===== config.mk =====
export PLATFORM = sky130hd
export DESIGN_NAME = exc_commit_ctrl
export DESIGN_NICKNAME = d
export VERILOG_FILES = /design/src/rtl/exc_pkg.sv /design/src/rtl/exc_carry_reg.sv /design/src/rtl/exc_irq_arbiter.sv /design/src/rtl/exc_priv_state.sv /design/src/rtl/exc_commit_ctrl.sv
export SDC_FILE = /design/constraint.sdc
export NUM_CORES = 1
export LEC_CHECK = 0
export BUFFER_PORTS_ARGS = -buffer_cell sky130_fd_sc_hd__buf_2
export CAP_MARGIN = 5
export CORE_ASPECT_RATIO = 0.5
export CORE_MARGIN = 2
export CORE_UTILIZATION = 45
export DETAILED_ROUTE_END_ITERATION = 10
export HOLD_SLACK_MARGIN = 0.06
export MAX_ROUTING_LAYER = met4
export PLACE_DENSITY_LB_ADDON = 0.1
export SETUP_SLACK_MARGIN = 0.3
export SYNTH_ARGS = -nofsm -noshare
export SYNTH_HDL_FRONTEND = slang
export SYNTH_SLANG_ARGS = --single-unit

===== constraint.sdc =====
create_clock -name clk -period 2.2 [get_ports clk]
set_input_delay 0.11 -clock clk [delete_from_list [all_inputs] [get_ports clk]]
set_output_delay 0.11 -clock clk [all_outputs]
set_load 0.01 [all_outputs]

===== src/rtl/exc_pkg.sv =====
package exc_pkg;

  typedef enum logic [1:0] {
    PCSEL_SEQ     = 2'd0,
    PCSEL_HANDLER = 2'd1,
    PCSEL_EPC     = 2'd2
  } pcsel_e;

  localparam int unsigned SYNC_CODE_W = 3;
  localparam int unsigned N_STAGES    = 4;

  // Synchronous fault code raised by stage s (0 fetch .. 3 memory).
  function automatic logic [SYNC_CODE_W-1:0] stage_code(input int unsigned s);
    return SYNC_CODE_W'(s + 1);
  endfunction

  // Wider of two widths, used to size the shared cause field.
  function automatic int unsigned max_w(input int unsigned a, input int unsigned b);
    return (a > b) ? a : b;
  endfunction

endpackage


===== src/rtl/exc_carry_reg.sv =====
module exc_carry_reg #(
  parameter int unsigned PC_W   = 32,
  parameter int unsigned CODE_W = 3
) (
  input  logic              clk,
  input  logic              rst_n,
  input  logic              flush,
  input  logic              in_valid,
  input  logic              in_exc,
  input  logic [CODE_W-1:0] in_code,
  input  logic [PC_W-1:0]   in_pc,
  output logic              q_valid,
  output logic              q_exc,
  output logic [CODE_W-1:0] q_code,
  output logic [PC_W-1:0]   q_pc
);

  always_ff @(posedge clk) begin
    if (!rst_n) begin
      q_valid <= 1'b0;
      q_exc   <= 1'b0;
      q_code  <= '0;
      q_pc    <= '0;
    end else if (flush) begin
      q_valid <= 1'b0;
      q_exc   <= 1'b0;
    end else begin
      q_valid <= in_valid;
      q_exc   <= in_exc;
      q_code  <= in_code;
      q_pc    <= in_pc;
    end
  end

  // A fault can only ride on a live instruction.
  assert_exc_needs_valid_R1: assert property (@(posedge clk) disable iff (!rst_n)
    q_exc |-> q_valid);

endmodule


===== src/rtl/exc_irq_arbiter.sv =====
module exc_irq_arbiter #(
  parameter int unsigned N_IRQ = 4,
  localparam int unsigned IDX_W = (N_IRQ > 1) ? $clog2(N_IRQ) : 1
) (
  input  logic             clk,
  input  logic             rst_n,
  input  logic             accept,
  input  logic [N_IRQ-1:0] req,
  output logic             grant_any,
  output logic [IDX_W-1:0] grant_idx,
  output logic [N_IRQ-1:0] grant_vec
);

  function automatic logic [IDX_W-1:0] lowest_set(input logic [N_IRQ-1:0] v);
    logic [IDX_W-1:0] idx;
    idx = '0;
    for (int i = N_IRQ - 1; i >= 0; i--) begin
      if (v[i]) idx = IDX_W'(i);
    end
    return idx;
  endfunction

  logic [N_IRQ-1:0] live_req;

  always_comb begin
    live_req  = accept ? req : '0;
    grant_any = |live_req;
    grant_idx = lowest_set(live_req);
    grant_vec = '0;
    if (grant_any) grant_vec[grant_idx] = 1'b1;
  end

  assert_grant_onehot_R4: assert property (@(posedge clk) disable iff (!rst_n)
    $onehot0(grant_vec) && ((grant_vec & ~req) == '0));

  assert_no_grant_when_closed_R5: assert property (@(posedge clk) disable iff (!rst_n)
    !accept |-> !grant_any);

endmodule


===== src/rtl/exc_priv_state.sv =====
module exc_priv_state #(
  parameter int unsigned PC_W    = 32,
  parameter int unsigned CAUSE_W = 4
) (
  input  logic               clk,
  input  logic               rst_n,
  input  logic               take,
  input  logic               ret,
  input  logic [CAUSE_W-1:0] cause_next,
  input  logic [PC_W-1:0]    epc_next,
  output logic [CAUSE_W-1:0] cause_q,
  output logic [PC_W-1:0]    epc_q,
  output logic               ie_q,
  output logic               kmode_q
);

  always_ff @(posedge clk) begin
    if (!rst_n) begin
      cause_q <= '0;
      epc_q   <= '0;
      ie_q    <= 1'b0;
      kmode_q <= 1'b1;
    end else if (take) begin
      cause_q <= cause_next;
      epc_q   <= epc_next;
      ie_q    <= 1'b0;
      kmode_q <= 1'b1;
    end else if (ret) begin
      ie_q    <= 1'b1;
      kmode_q <= 1'b0;
    end
  end

  assert_state_hold_R9: assert property (@(posedge clk) disable iff (!rst_n)
    (!take && !ret) |=> ($stable(cause_q) && $stable(epc_q) && $stable(ie_q) && $stable(kmode_q)));

  assert_ret_keeps_record_R8: assert property (@(posedge clk) disable iff (!rst_n)
    (ret && !take) |=> ($stable(cause_q) && $stable(epc_q) && ie_q && !kmode_q));

endmodule


===== src/rtl/exc_commit_ctrl.sv =====
module exc_commit_ctrl
  import exc_pkg::*;
#(
  parameter int unsigned PC_W       = 32,
  parameter int unsigned N_IRQ      = 4,
  parameter logic [PC_W-1:0] HANDLER_PC = 32'h0000_0180,
  localparam int unsigned IDX_W   = (N_IRQ > 1) ? $clog2(N_IRQ) : 1,
  localparam int unsigned CODE_W  = max_w(SYNC_CODE_W, IDX_W),
  localparam int unsigned CAUSE_W = CODE_W + 1
) (
  input  logic               clk,
  input  logic               rst_n,
  input  logic               f_valid,
  input  logic [PC_W-1:0]    f_pc,
  input  logic               f_bad_pc,
  input  logic               d_illegal,
  input  logic               e_overflow,
  input  logic               m_bad_addr,
  input  logic               m_rfe,
  input  logic [N_IRQ-1:0]   irq,
  output logic               kill_fetch,
  output logic               kill_decode,
  output logic               kill_execute,
  output logic               kill_writeback,
  output logic [1:0]         pc_sel,
  output logic [PC_W-1:0]    redirect_pc,
  output logic [CAUSE_W-1:0] cause_q,
  output logic [PC_W-1:0]    epc_q,
  output logic               ie_q,
  output logic               kmode_q
);

  // Per-stage local fault flags, fetch first.
  logic [N_STAGES-1:0] stage_flag;
  assign stage_flag = {m_bad_addr, e_overflow, d_illegal, f_bad_pc};

  // Record as it leaves each stage, after the stage's own flag is merged.
  logic              mrg_valid [N_STAGES];
  logic              mrg_exc   [N_STAGES];
  logic [CODE_W-1:0] mrg_code  [N_STAGES];
  logic [PC_W-1:0]   mrg_pc    [N_STAGES];

  // Record held in the carry register in front of stages 1..3.
  logic              st_valid [1:N_STAGES-1];
  logic              st_exc   [1:N_STAGES-1];
  logic [CODE_W-1:0] st_code  [1:N_STAGES-1];
  logic [PC_W-1:0]   st_pc    [1:N_STAGES-1];

  logic flush_young;
  logic take;

  // Fetch stage: the record is born here.
  always_comb begin
    mrg_valid[0] = f_valid;
    mrg_exc[0]   = f_valid & stage_flag[0];
    mrg_code[0]  = CODE_W'(stage_code(0));
    mrg_pc[0]    = f_pc;
  end

  for (genvar s = 1; s < N_STAGES; s++) begin : g_stage
    exc_carry_reg #(.PC_W(PC_W), .CODE_W(CODE_W)) u_carry (
      .clk      (clk),
      .rst_n    (rst_n),
      .flush    (flush_young),
      .in_valid (mrg_valid[s-1]),
      .in_exc   (mrg_exc[s-1]),
      .in_code  (mrg_code[s-1]),
      .in_pc    (mrg_pc[s-1]),
      .q_valid  (st_valid[s]),
      .q_exc    (st_exc[s]),
      .q_code   (st_code[s]),
      .q_pc     (st_pc[s])
    );

    // An older fault already on the record keeps its code.
    always_comb begin
      mrg_valid[s] = st_valid[s];
      mrg_exc[s]   = st_exc[s] | (st_valid[s] & stage_flag[s]);
      mrg_code[s]  = st_exc[s] ? st_code[s] : CODE_W'(stage_code(s));
      mrg_pc[s]    = st_pc[s];
    end
  end

  // Commit point: the memory stage.
  logic              m_valid;
  logic              m_exc;
  logic [CODE_W-1:0] m_code;
  logic [PC_W-1:0]   m_pc;
  assign m_valid = mrg_valid[N_STAGES-1];
  assign m_exc   = mrg_exc[N_STAGES-1];
  assign m_code  = mrg_code[N_STAGES-1];
  assign m_pc    = mrg_pc[N_STAGES-1];

  logic             irq_take;
  logic [IDX_W-1:0] irq_idx;
  logic [N_IRQ-1:0] irq_vec;

  exc_irq_arbiter #(.N_IRQ(N_IRQ)) u_arb (
    .clk       (clk),
    .rst_n     (rst_n),
    .accept    (ie_q & m_valid),
    .req       (irq),
    .grant_any (irq_take),
    .grant_idx (irq_idx),
    .grant_vec (irq_vec)
  );

  logic               sync_take;
  logic               rfe_commit;
  logic [CAUSE_W-1:0] cause_next;

  always_comb begin
    sync_take   = m_exc;
    take        = irq_take | sync_take;
    rfe_commit  = m_valid & m_rfe & ~take;
    flush_young = take | rfe_commit;
    cause_next  = irq_take ? {1'b1, CODE_W'(irq_idx)} : {1'b0, m_code};
  end

  exc_priv_state #(.PC_W(PC_W), .CAUSE_W(CAUSE_W)) u_state (
    .clk        (clk),
    .rst_n      (rst_n),
    .take       (take),
    .ret        (rfe_commit),
    .cause_next (cause_next),
    .epc_next   (m_pc),
    .cause_q    (cause_q),
    .epc_q      (epc_q),
    .ie_q       (ie_q),
    .kmode_q    (kmode_q)
  );

  always_comb begin
    kill_fetch     = flush_young;
    kill_decode    = flush_young;
    kill_execute   = flush_young;
    kill_writeback = take;
    if (take) begin
      pc_sel      = PCSEL_HANDLER;
      redirect_pc = HANDLER_PC;
    end else if (rfe_commit) begin
      pc_sel      = PCSEL_EPC;
      redirect_pc = epc_q;
    end else begin
      pc_sel      = PCSEL_SEQ;
      redirect_pc = '0;
    end
  end

  assert_take_records_R7: assert property (@(posedge clk) disable iff (!rst_n)
    take |=> (epc_q == $past(m_pc)) && (cause_q == $past(cause_next)) && !ie_q && kmode_q);

  assert_quiet_after_take_R1: assert property (@(posedge clk) disable iff (!rst_n)
    take |=> !kill_writeback && (pc_sel == PCSEL_SEQ));

  assert_irq_beats_fault_R3: assert property (@(posedge clk) disable iff (!rst_n)
    (irq_take && sync_take) |=> cause_q[CAUSE_W-1]);

  assert_masked_irq_ignored_R5: assert property (@(posedge clk) disable iff (!rst_n)
    (!ie_q && !m_exc) |-> !kill_writeback);

  assert_stall_free_commit_R6: assert property (@(posedge clk) disable iff (!rst_n)
    kill_writeback |-> (kill_fetch && kill_decode && kill_execute));

endmodule


After elaboration in Yosys (flattened, before gate mapping)
Cells that the tools add are included.

Register bits: 147. Input bits: 44. Output and inout bits: 76. Logic and storage cells: 46.

Multiplexer cells: 13. Bitwise gates (word level): 14. Reductions and logical operators: 3.

Operators by type and width (number): $mux W32 (2); $mux W2 (7); $mux W4 (2); $and A1 B1 Y1 (7); $mux W3 (2); $or A1 B1 Y1 (5); $reduce_or A2 Y1 (2); $reduce_or A4 Y1 (1); $not A1 Y1 (2).

Logic depth before layout (Yosys ltp)
Gate-level depths: netlist of run 1.

Depth after elaboration: 8. Mapped depth: 8. Gate-level depth less buffers: 4.

Cells and area by module
From an unflattened synthesis of run 1, not the netlist that was laid out.

Cells, all modules: 557. Area total of the unflattened synthesis: 6262.3 um^2.

Modules (own cells, without submodules): exc_carry_reg (instances 3, cells each 116, area each 1410.1 um^2, seq. area each 740.7 um^2); exc_priv_state (instances 1, cells each 122, area each 1436.4 um^2, seq. area each 760.7 um^2); exc_commit_ctrl (instances 1, cells each 74, area each 521.8 um^2, seq. area each 0.0 um^2); exc_irq_arbiter (instances 1, cells each 13, area each 73.8 um^2, seq. area each 0.0 um^2).

Worst setup path after synthesis of run 1
Ideal clock, no wire load.

Path kind: register to output. Start point: register g_stage[3].u_carry.q_valid. End point: output redirect_pc[7]. Arrival: 1738 ps. Required time: 2090 ps. Path slack: 352 ps. Cell stages (with the launch flop): 9. Buffers on the path: 4. Cell sequence: dfxtp_1 > clkbuf_1 > and2_1 > clkbuf_1 > a211oi_2 > inv_2 > buf_2 > buf_4 > o21a_1.

Longest elaborated chain between the ends: 8. Elaborated cells between the ends (all ways): 11. Classes of those cells: mux: 3; bitwise: 7; reduce/logical: 1.

Ends and longest elaborated chain: start: declaration (line exc_carry_reg.sv:12) `output logic q_valid,`; start signal: assignment (line exc_carry_reg.sv:28) `q_valid <= in_valid;`; $and A1 B1 Y1 (line exc_commit_ctrl.sv:101) `.accept (ie_q & m_valid),`; $mux W4 (line exc_irq_arbiter.sv:26) `live_req = accept ? req : '0;`; $reduce_or A4 Y1 (line exc_irq_arbiter.sv:27) `grant_any = |live_req;`; $or A1 B1 Y1 (line exc_commit_ctrl.sv:114) `take = irq_take | sync_take;`; $not A1 Y1 (line exc_commit_ctrl.sv:115) `rfe_commit = m_valid & m_rfe & ~take;`; $and A1 B1 Y1 (line exc_commit_ctrl.sv:115); $mux W32 (line exc_commit_ctrl.sv:141) `end else if (rfe_commit) begin`; $mux W32 (*) (line exc_commit_ctrl.sv:138) `if (take) begin`; end: declaration (line exc_commit_ctrl.sv:26) `output logic [PC_W-1:0] redirect_pc,`.

Every way passes the cells marked *; elsewhere a longest branch is shown, timed or not.

Worst setup path in the final report of run 1
Start point: input irq[1]. End point: output redirect_pc[11].

Longest elaborated chain between the ends: 7.

Ends and longest elaborated chain: start: declaration (line exc_commit_ctrl.sv:20) `input logic [N_IRQ-1:0] irq,`; $mux W4 (*) (line exc_irq_arbiter.sv:26); $reduce_or A4 Y1 (*) (line exc_irq_arbiter.sv:27); $or A1 B1 Y1 (*) (line exc_commit_ctrl.sv:114); $not A1 Y1 (line exc_commit_ctrl.sv:115); $and A1 B1 Y1 (line exc_commit_ctrl.sv:115); $mux W32 (line exc_commit_ctrl.sv:141); $mux W32 (*) (line exc_commit_ctrl.sv:138).

Marked as above.

==> impl_metrics.env, run 1 <==
export IMPL_grt_pass1_vias=3806
export IMPL_worst_pin_slew_ps=745
export IMPL_power_frac_seq_pct=45.2
export IMPL_clock_skew_ps=10.3
export IMPL_antenna_left=0
export IMPL_ys_ff_latch=145
export IMPL_start_util_pct=46.6
export IMPL_cts_htree_levels=4
export IMPL_clkTransAtPathRegs_ps=60
export IMPL_cts_tree="yes"
export IMPL_yosys_top_cells_area="dfxtp_1, mux2i_1, nand2_1"
export IMPL_grt_max_degree=172
export IMPL_async_reset_ff_share_pct=0
export IMPL_grt_ovfl_total=0
export IMPL_area_growth_pct=35.8
export IMPL_fin_crit_ps=1940
export IMPL_synth_nets=612
export IMPL_yosysTopAreaCellShare_pct=52.1
export IMPL_ys_seq_area_share_pct=52.1
export IMPL_grt_pass1_wl_um=18800
export IMPL_fp_dieArea_um2=13300
export IMPL_finalSetupTns_ps=0
export IMPL_rows=28
export IMPL_syn_area_per_cell_um2=9.81
export IMPL_crit_path_start_kind="input pin"
export IMPL_gr_usage_all_layers_pct=18.8
export IMPL_power_switching_mw=1.38
export IMPL_critPathArrivalTime_ps=1830
export IMPL_path_class="input pin to output port"
export IMPL_drc=0
export IMPL_cp_max_fo=8
export IMPL_antenna_cells=0
export IMPL_layout_setup_ws_ps=260
export IMPL_via_per_inst=4.71
export IMPL_hold_viol=0
export IMPL_critical_path_max_stage_delay_ps=630
export IMPL_numPortBuffers=119
export IMPL_synth_top_area_cell="dfxtp_1"
export IMPL_cts_buffer_depth=2
export IMPL_critPathTopFamily="simple AND/OR/NAND/NOR gates"
export IMPL_p_sw_share_pct=22.4
export IMPL_ir_drop_mv=0.469
export IMPL_crit_required_ps=2090
export IMPL_cp_end_kind="output port"
export IMPL_fp_dieH_um=82.7
export IMPL_status="finished, final reports clean"
export IMPL_nNetsFinal=764
export IMPL_clock_latency_ps=400
export IMPL_dpl_hpwl_um=6840
export IMPL_clock_sinks=145
export IMPL_synth_area_um2=5570
export IMPL_cpMostUsedCell="buf_2"
export IMPL_p_per_area_nw_per_um2=814
export IMPL_max_freq_ghz=0.515
export IMPL_synth_commonest_cells="nand2_1, dfxtp_1, mux2i_1, and2_1, clkbuf_1"
export IMPL_dp_slack_ps=129
export IMPL_relSlewSlack_pct=50.4
export IMPL_wl_per_cell_um=13.0
export IMPL_finalWeightedCongestion=0.787
export IMPL_fp_dieW_um=161
export IMPL_slew_violations=0
export IMPL_cts_buffers=17
export IMPL_dr_pass1_iters=4
export IMPL_ys_types=30
export IMPL_synth_edf_count=0
export IMPL_post_route_period_util_pct=88.2
export IMPL_postSynthCellCount=568
export IMPL_yosys_warnings=0
export IMPL_critPathSlowestCell="or4_4"
export IMPL_rsz0062_at_grt="true"
export IMPL_vias=4228
export IMPL_antenna_found_initial=0
export IMPL_internal_power_mw=4.78
export IMPL_min_path_type="input pin to register"
export IMPL_wl_um=11700
export IMPL_combPwrFrac_pct=8.2
export IMPL_coreArea_um2=11900
export IMPL_synth_most_common_cell="nand2_1"
export IMPL_worst_path_buf_inv=4
export IMPL_ios=120
export IMPL_root_buffer="clkbuf_16"
export IMPL_drt_iter0_markers=217
export IMPL_drive_above_1_share_pct=26.6
export IMPL_setup_viol=0
export IMPL_crit_chain="buf_2, or4_4, a2111oi_4, buf_6, buf_8, and2_1, buf_2"
export IMPL_hold_ws_ps=94.8
export IMPL_p_leak_nw=3.59
export IMPL_power_total_mw=6.16
export IMPL_cap_violations=0
export IMPL_pwr_share_clk_pct=46.6
export IMPL_synth_flop_cell="dfxtp_1"
-- per-layer routing --
layer	track usage, %	vias up	wire (um)	share of wire [%]
li1	-	2186	-	-
met3	4.70	4	408	3.5
met5	-	-	0	0
met2	29.0	72	5170	44
met4	7.23	0	79	0.68
met1	24.2	1966	6000	51
-- power groups by stage --
stage,sequential [mW],clock [mW],combinational (mW)
after floorplan,2.83,0,0.314
after global placement,2.84,0,0.438
after detailed placement,2.84,0,0.443
after CTS,2.78,2.94,0.502
after global routing,2.79,3.06,0.557
final,2.78,2.87,0.505
-- cell families after synthesis --
logic type	after synthesis	share of synthesized area, %
AOI/OAI and AO/OA	23	3.21
buffers and inverters	51	4.36
DFF	145	52.1
muxes	132	23.7
and+or+nand+nor	217	16.6
-- worst register-to-register path: cells and delay by family (launching register included) --
family	cells	cell delay, ps
buffers and inverters	3	510
AO/OA/AOI/OAI	2	420
flip-flops	1	360
multiplexers	1	230
-- cell type report --
class	instances	area, um2
Clock buffer	19	433
Clock inverter	13	161
Fill cell	1027	4380
Inverter	6	27.5
Multi-Input combinational cell	372	2500
Sequential cell	145	2910
Tap cell	165	206
Timing Repair Buffer	178	1330
-- state kept, by name, indices dropped and copies added (netlist names) --
register,cells
g_stage.u_carry.q_pc,96
u_state.epc_q,32
g_stage.u_carry.q_code,5
u_state.cause_q,4
g_stage.u_carry.q_exc,3
g_stage.u_carry.q_valid,3
u_state.ie_q,1
u_state.kmode_q,1
-- timing repair --
action                                 CTS  global route
setup endpoints to repair               38            36
gates cloned                             1             0
endpoints found under the hold margin   38             0
hold buffers                            38             0
setup buffers                            4             5
resized for setup                       29            20
pin swaps                               16             0
-- per-stage QoR --
stage          utilization, %  cells  instance area [um2]
2_1_floorplan               -    568                 5570
3_3_place_gp             53.1    818                 6340
3_5_place_dp             53.1    818                 6340
4_1_cts                  62.4    893                 7450
5_1_grt                  63.3    898                 7570
6_report                 63.3    898                 7570
-- worst paths after layout --
path | slack, ps | cells after the start | to | from
worst max-delay path | 260 | 7 | redirect_pc[11] | irq[1]
worst min-delay path | 90 | 4 | u_state.cause_q[1]$_SDFFE_PN0N_ | irq[0]
worst max register to register | 600 | 6 | u_state.epc_q[6]$_SDFFE_PN0N_ | g_stage[3].u_carry.q_valid$_SDFF_PP0_
worst min register to register | 450 | 1 | g_stage[3].u_carry.q_valid$_SDFF_PP0_ | g_stage[2].u_carry.q_valid$_SDFF_PP0_
-- cells in the final DEF, fill, tap and decap left out, types with 2 or more instances in the layout --
cell             n
a21oi_1          4
and2_1          19
and2_4          15
buf_12           7
buf_2          104
buf_4           11
buf_6           15
buf_8            2
bufinv_16        3
clkbuf_1         2
clkbuf_16       17
clkinv_2         4
clkinv_4         4
dfxtp_1        142
dfxtp_4          2
dlygate4sd3_1   38
inv_1            4
inv_4            2
mux2i_1        132
nand2_1        170
nand2b_1         2
nand3_1          2
nor2_1           2
nor2b_1          3
o211ai_1         2
o21a_1           4
o21ai_0          2
(Power assumes the default switching activity.)
==> run 2: changes to the inputs <==
--- a/config.mk
+++ b/config.mk
@@ -5,6 +5,7 @@
 export SDC_FILE = /design/constraint.sdc
 export NUM_CORES = 1
 export LEC_CHECK = 0
+export ABC_AREA = 1
 export BUFFER_PORTS_ARGS = -buffer_cell sky130_fd_sc_hd__buf_2
 export CAP_MARGIN = 5
 export CORE_ASPECT_RATIO = 0.5
==> impl_metrics.env, run 2 <==
export IMPL_status="finished, final reports clean"
export IMPL_regMostFlops="g_stage.u_carry.q_pc"
export IMPL_synth_top_family_by_area="simple AND/OR/NAND/NOR gates"
export IMPL_synth_flop_cell="dfxtp_1"
export IMPL_layout_setup_ws_ps=359
export IMPL_coreArea_um2=13400
export IMPL_gr_usage_all_layers_pct=23.4
export IMPL_fin_area_um2=7970
export IMPL_synth_mux_area_share_pct=0
export IMPL_via_per_inst=4.73
export IMPL_cts_buffers=17
export IMPL_rows=30
export IMPL_antenna_left=0
export IMPL_cts_buffer_depth=2
export IMPL_hold_ws_ps=78.3
export IMPL_wl_um=16000
export IMPL_grt_pass1_wl_um=26500
export IMPL_synth_commonest_cells="nor2_1, nand2_1, dfxtp_1, inv_1, nand4_1"
export IMPL_min_path_type="input pin to register"
export IMPL_final_common_cell="nor2_1"
export IMPL_place_area_um2=6800
export IMPL_ys_types=21
export IMPL_p_sw_share_pct=24.2
export IMPL_fp_dieArea_um2=14700
export IMPL_power_frac_seq_pct=42.9
export IMPL_ir_drop_mv=0.505
export IMPL_synth_edf_count=0
export IMPL_clock_sinks=145
export IMPL_clock_skew_ps=7.47
export IMPL_root_buffer="clkbuf_16"
export IMPL_nNetsFinal=1073
export IMPL_relSlewSlack_pct=62.1
export IMPL_fp_dieW_um=169
export IMPL_dpl_hpwl_um=9970
export IMPL_cts_tree="yes"
export IMPL_combPwrFrac_pct=11.6
export IMPL_fin_crit_ps=1840
export IMPL_synth_most_common_cell="nor2_1"
export IMPL_grt_ovfl_total=0
export IMPL_drive_above_1_share_pct=18.3
export IMPL_yosysTopAreaCellShare_pct=47.3
export IMPL_antenna_cells=0
export IMPL_start_util_pct=45.7
export IMPL_max_freq_ghz=0.543
export IMPL_cap_violations=0
export IMPL_internal_power_mw=5.14
export IMPL_post_route_period_util_pct=83.7
export IMPL_worst_path_stages=9
export IMPL_synth_xor_area_share_pct=0
export IMPL_critPathTopFamily="buffers and inverters"
export IMPL_critPathArrivalTime_ps=1730
export IMPL_critical_path_max_stage_delay_ps=380
export IMPL_area_growth_pct=29.7
export IMPL_clkTransAtPathRegs_ps=60
export IMPL_cp_end_kind="output port"
export IMPL_fillers=1298
export IMPL_numPortBuffers=119
export IMPL_drc=0
export IMPL_top_regs="g_stage.u_carry.q_pc: 96 flops, u_state.epc_q: 32 flops, g_stage.u_carry.q_code: 5 flops"
export IMPL_cts_htree_levels=4
export IMPL_yosys_top_cells_area="dfxtp_1, nor2_1, nand2_1"
export IMPL_critPathSlowestCell="dfxtp_4"
export IMPL_power_switching_mw=1.64
export IMPL_synth_compound_area_share_pct=3.48
export IMPL_yosys_area_share_simple_pct=37.1
export IMPL_whs_path_depth=5
export IMPL_setup_viol=0
export IMPL_postSynthCellCount=903
export IMPL_dr_pass1_iters=5
export IMPL_grt_max_degree=97
export IMPL_synth_fa_ha_area_share_pct=0
export IMPL_p_per_area_nw_per_um2=852
export IMPL_reg2reg_depth=10
export IMPL_power_total_mw=6.79
export IMPL_syn_area_per_cell_um2=6.80
export IMPL_fp_dieH_um=86.6
export IMPL_clock_latency_ps=420
export IMPL_slew_violations=0
export IMPL_crit_path_start_kind="register"
export IMPL_most_common_layout_cells="nor2_1, nand2_1, dfxtp_1"
export IMPL_grt_pass1_vias=5255
export IMPL_p_leak_nw=4.22
export IMPL_finalWeightedCongestion=0.815
export IMPL_crit_chain="nand2_4, inv_4, o21ai_4, nand3_4, buf_12, buf_6, nor2_2, nor2_1, buf_2"
export IMPL_drt_iter0_markers=467
export IMPL_ys_ff_latch=145
export IMPL_wl_per_cell_um=13.1
export IMPL_path_class="register to output port"
export IMPL_yosys_warnings=0
export IMPL_rsz0062_at_grt="true"
export IMPL_largest_reg_flops=96
export IMPL_async_reset_ff_share_pct=0
export IMPL_crit_required_ps=2090
export IMPL_worst_pin_slew_ps=568
export IMPL_hold_viol=0
export IMPL_vias=5752
export IMPL_ys_seq_area_share_pct=47.3
export IMPL_antenna_found_initial=0
export IMPL_dp_slack_ps=320
export IMPL_pwr_share_clk_pct=45.5
export IMPL_cp_max_fo=7
export IMPL_synth_top_area_cell="dfxtp_1"
export IMPL_ios=120
export IMPL_finalSetupTns_ps=0
export IMPL_synth_area_um2=6140
export IMPL_synth_nets=947
export IMPL_worst_path_buf_inv=4
run 2: cell types whose count changed in the layout (fill, tap and decap cells not counted), sizes merged, moves of 4 or more:
cell | before | now
nor2 | 2 | 250
mux2i | 132 | 0
inv | 7 | 112
nand4 | 0 | 97
and2 | 34 | 0
a21oi | 5 | 38
nand2 | 170 | 183
clkinv | 8 | 4
dlygate4sd3 | 38 | 34
o21a | 4 | 0
run 2: per-layer routing:
layer / vias to the layer above / part of all wire, % / GRT usage (%)
li1: 3072 / - / -
met1: 2502 / 56 / 35.3
met2: 159 / 38 / 31.5
met3: 19 / 4.5 / 3.84
met4: 0 / 1.2 / 7.23
met5: - / 0 / -
run 2: power groups by stage:
| stage | registers, mW | logic (mW) | clock network, mW |
|---|---|---|---|
| 2_1_floorplan | 2.95 | 0.501 | 0 |
| 3_3_place_gp | 2.96 | 0.688 | 0 |
| 3_5_place_dp | 2.97 | 0.692 | 0 |
| 4_1_cts | 2.91 | 0.781 | 3.14 |
| 5_1_grt | 2.93 | 0.898 | 3.23 |
| 6_report | 2.91 | 0.791 | 3.09 |
run 2: repair_timing:
action / 4_1_cts / 5_1_grt
cloned: 3 / 0
hold endpoints to repair: 33 / 0
setup buffers: 7 / 1
setup endpoints to repair: 41 / 37
pin swaps: 2 / 2
resized for setup: 19 / 9
hold buffers: 34 / 0
run 2: worst paths after layout:
path | startpoint | end | slack (ps)
setup / recovery | g_stage[3].u_carry.q_valid$_SDFF_PP0_ | redirect_pc[7] | 360
hold / removal | f_pc[18] | g_stage[1].u_carry.q_pc[18]$_SDFFE_PN0N_ | 80
setup reg to reg | g_stage[3].u_carry.q_valid$_SDFF_PP0_ | g_stage[3].u_carry.q_pc[26]$_SDFFE_PN0N_ | 430
hold reg to reg | g_stage[2].u_carry.q_valid$_SDFF_PP0_ | g_stage[3].u_carry.q_valid$_SDFF_PP0_ | 420
run 2: through the flow:
stage	cells	util, %
final	1217	59.3
after floorplan	903	-
after global placement	1141	50.6
after global routing	1217	59.3
after CTS	1216	59.0
after detailed placement	1141	50.6
run 2: layout make-up:
class                   count  area (um2)  share of cell area [%]
clock buffers              22         484                    6.08
repair buffers            174        1180                    14.8
multi-input cells         578        2560                    32.2
well taps                 176         220                    2.76
flip-flops and latches    145        2910                    36.5
inverters                 110         423                    5.31
clock inverters             9         154                    1.93
repair inverters            3        28.8                   0.361
run 2: kinds of logic (layout without fill, tap and decap cells):
logic type | after synthesis | in the layout
simple gates | 536 | 536
compound gates | 42 | 42
buf+inv | 180 | 318
flops | 145 | 145
run 2: worst register-to-register path: cells and delay by family (launching register included):
family	cells	cell delay, ps
AND/OR/NAND/NOR	5	570
buffers and inverters	4	670
AO/OA/AOI/OAI	1	80
flip-flops	1	380
==> run 3: changes to the inputs <==
==> constraint.sdc (replaced) <==
create_clock -name clk -period 1.5 [get_ports clk]
set_input_delay 0.075 -clock clk [delete_from_list [all_inputs] [get_ports clk]]
set_output_delay 0.075 -clock clk [all_outputs]
set_load 0.01 [all_outputs]
==> impl_metrics.env, run 3 (synthesis gave the netlist of run 2 again) <==
export IMPL_critPathArrivalTime_ps=1710
export IMPL_slew_violations=0
export IMPL_cts_buffer_depth=2
export IMPL_drt_iter0_markers=467
export IMPL_finalWeightedCongestion=0.834
export IMPL_cts_htree_levels=4
export IMPL_clkTransAtPathRegs_ps=60
export IMPL_critical_path_max_stage_delay_ps=360
export IMPL_whs_path_depth=3
export IMPL_grt_pass1_vias=5307
export IMPL_gr_usage_all_layers_pct=25.1
export IMPL_power_total_mw=10.8
export IMPL_setup_viol=166
export IMPL_via_per_inst=5.11
export IMPL_drc=0
export IMPL_grt_max_degree=107
export IMPL_min_from="rst_n"
export IMPL_worst_pin_slew_ps=464
export IMPL_r2r_slack_ps=-240
export IMPL_crit_required_ps=1420
export IMPL_ios=120
export IMPL_start_util_pct=45.7
export IMPL_path_class="register to output port"
export IMPL_regMostFlops="g_stage.u_carry.q_pc"
export IMPL_clock_skew_ps=9.20
export IMPL_cp_end_kind="output port"
export IMPL_relSlewSlack_pct=69.0
export IMPL_antenna_found_initial=0
export IMPL_cp_max_fo=8
export IMPL_most_common_layout_cells="dfxtp_1, nand2_1, nor2_1, buf_2, inv_1"
export IMPL_top_regs="g_stage.u_carry.q_pc: 96 flops, u_state.epc_q: 32 flops, g_stage.u_carry.q_code: 5 flops"
export IMPL_worst_path_stages=9
export IMPL_hold_end="u_state.epc_q[28]$_SDFFE_PN0N_"
export IMPL_fp_dieArea_um2=14700
export IMPL_ir_drop_mv=0.934
export IMPL_final_common_cell="dfxtp_1"
export IMPL_area_growth_pct=66.7
export IMPL_antenna_left=0
export IMPL_dp_slack_ps=-49.0
export IMPL_clock_latency_ps=420
export IMPL_crit_path_start_kind="register"
export IMPL_fin_crit_ps=1790
export IMPL_fp_dieW_um=169
export IMPL_cts_tree="yes"
export IMPL_wl_um=21600
export IMPL_wl_per_cell_um=16.7
export IMPL_cts_buffers=17
export IMPL_vias=6608
export IMPL_layout_setup_ws_ps=-287
export IMPL_status="finished with violations"
export IMPL_nNetsFinal=1148
export IMPL_p_leak_nw=5.04
export IMPL_grt_ovfl_total=0
export IMPL_r2r_end="g_stage[3].u_carry.q_pc[4]$_SDFFE_PN0N_"
export IMPL_numPortBuffers=119
export IMPL_p_per_area_nw_per_um2=1050
export IMPL_critPathTopFamily="buffers and inverters"
export IMPL_rows=30
export IMPL_hold_viol=0
export IMPL_largest_reg_flops=96
export IMPL_antenna_cells=0
export IMPL_min_path_type="input pin to register"
export IMPL_worst_path_buf_inv=4
export IMPL_reg2reg_from="u_state.ie_q$_SDFFE_PP0P_"
export IMPL_drive_above_1_share_pct=42.4
export IMPL_cap_violations=0
export IMPL_crit_chain="nand2_4, inv_4, o21ai_4, nand3_4, buf_12, inv_16, nand2_2, nor2_2, buf_2"
export IMPL_rsz0062_at_grt="true"
export IMPL_grt_pass1_wl_um=28200
export IMPL_fp_dieH_um=86.6
export IMPL_clock_sinks=145
export IMPL_root_buffer="clkbuf_16"
export IMPL_dr_pass1_iters=6
export IMPL_violations="setup timing"
export IMPL_post_route_period_util_pct=119
export IMPL_coreArea_um2=13400
export IMPL_critPathSlowestCell="dfxtp_4"
export IMPL_max_freq_ghz=0.560
export IMPL_dpl_hpwl_um=10200
export IMPL_reg2reg_depth=12
run 3: tightest hold or removal path, delay by kind of cell:
| kind | cells | cell delay (ps) |
|---|---|---|
| AOI/OAI and AO/OA | 1 | 60 |
| buffers and inverters | 2 | 330 |
run 3: where the power goes:
part / switching [mW] / internal (mW)
registers: 0.271 / 4.12
clock network: 1.71 / 2.83
logic: 0.978 / 0.883
run 3: layer usage:
metal	share of wire, %	wire length (um)	global-route usage [%]
met1	48	10300	37.2
met2	46	9870	35.5
met3	5.8	1250	4.16
met4	0.78	169	5.83
met5	0	0	-
run 3: metrics by stage:
| stage | setup TNS, ps | area [um2] | hold WS, ps | util (%) | std cells |
|---|---|---|---|---|---|
| finish | -23660 | 10200 | 94.7 | 76.2 | 1292 |
| global route | -32860 | 10200 | 103 | 76.2 | 1292 |
| CTS | -19220 | 8920 | 43.1 | 66.4 | 1258 |
| detailed placement | -479 | 7080 | 306 | 52.7 | 1153 |
| global placement | 0 | 7080 | 301 | 52.7 | 1153 |
| floorplan | 0 | 6350 | 187 | - | 903 |
run 3: area by class of cell:
type	count	area, um2
multi-input combinational	578	3560
fill	928	3190
sequential	145	2910
timing repair buffer	249	2440
clock buffer	19	443
inverter	110	428
tap	176	220
clock inverter	12	183
timing repair inverter	3	56.3
run 3: timing repair:
| item | CTS | global route |
|---|---|---|
| setup buffers | 27 | 20 |
| hold buffers | 38 | 0 |
| gates resized for setup | 119 | 238 |
| setup endpoints to repair | 181 | 181 |
| cloned | 9 | 14 |
| endpoints found under the hold margin | 37 | 0 |
| pin swaps | 26 | 84 |
run 3: worst max-delay path by stage:
stage	start	endpoint	slack [ps]
2_1_floorplan	g_stage[3].u_carry.q_valid$_SDFF_PP0_	redirect_pc[23]	220
3_3_place_gp	g_stage[3].u_carry.q_valid$_SDFF_PP0_	redirect_pc[31]	7
3_5_place_dp	g_stage[3].u_carry.q_valid$_SDFF_PP0_	u_state.epc_q[8]$_SDFFE_PN0N_	-50
4_1_cts	g_stage[3].u_carry.q_valid$_SDFF_PP0_	redirect_pc[8]	-230
5_1_grt	u_state.ie_q$_SDFFE_PP0P_	redirect_pc[11]	-340
6_report	u_state.ie_q$_SDFFE_PP0P_	redirect_pc[11]	-290
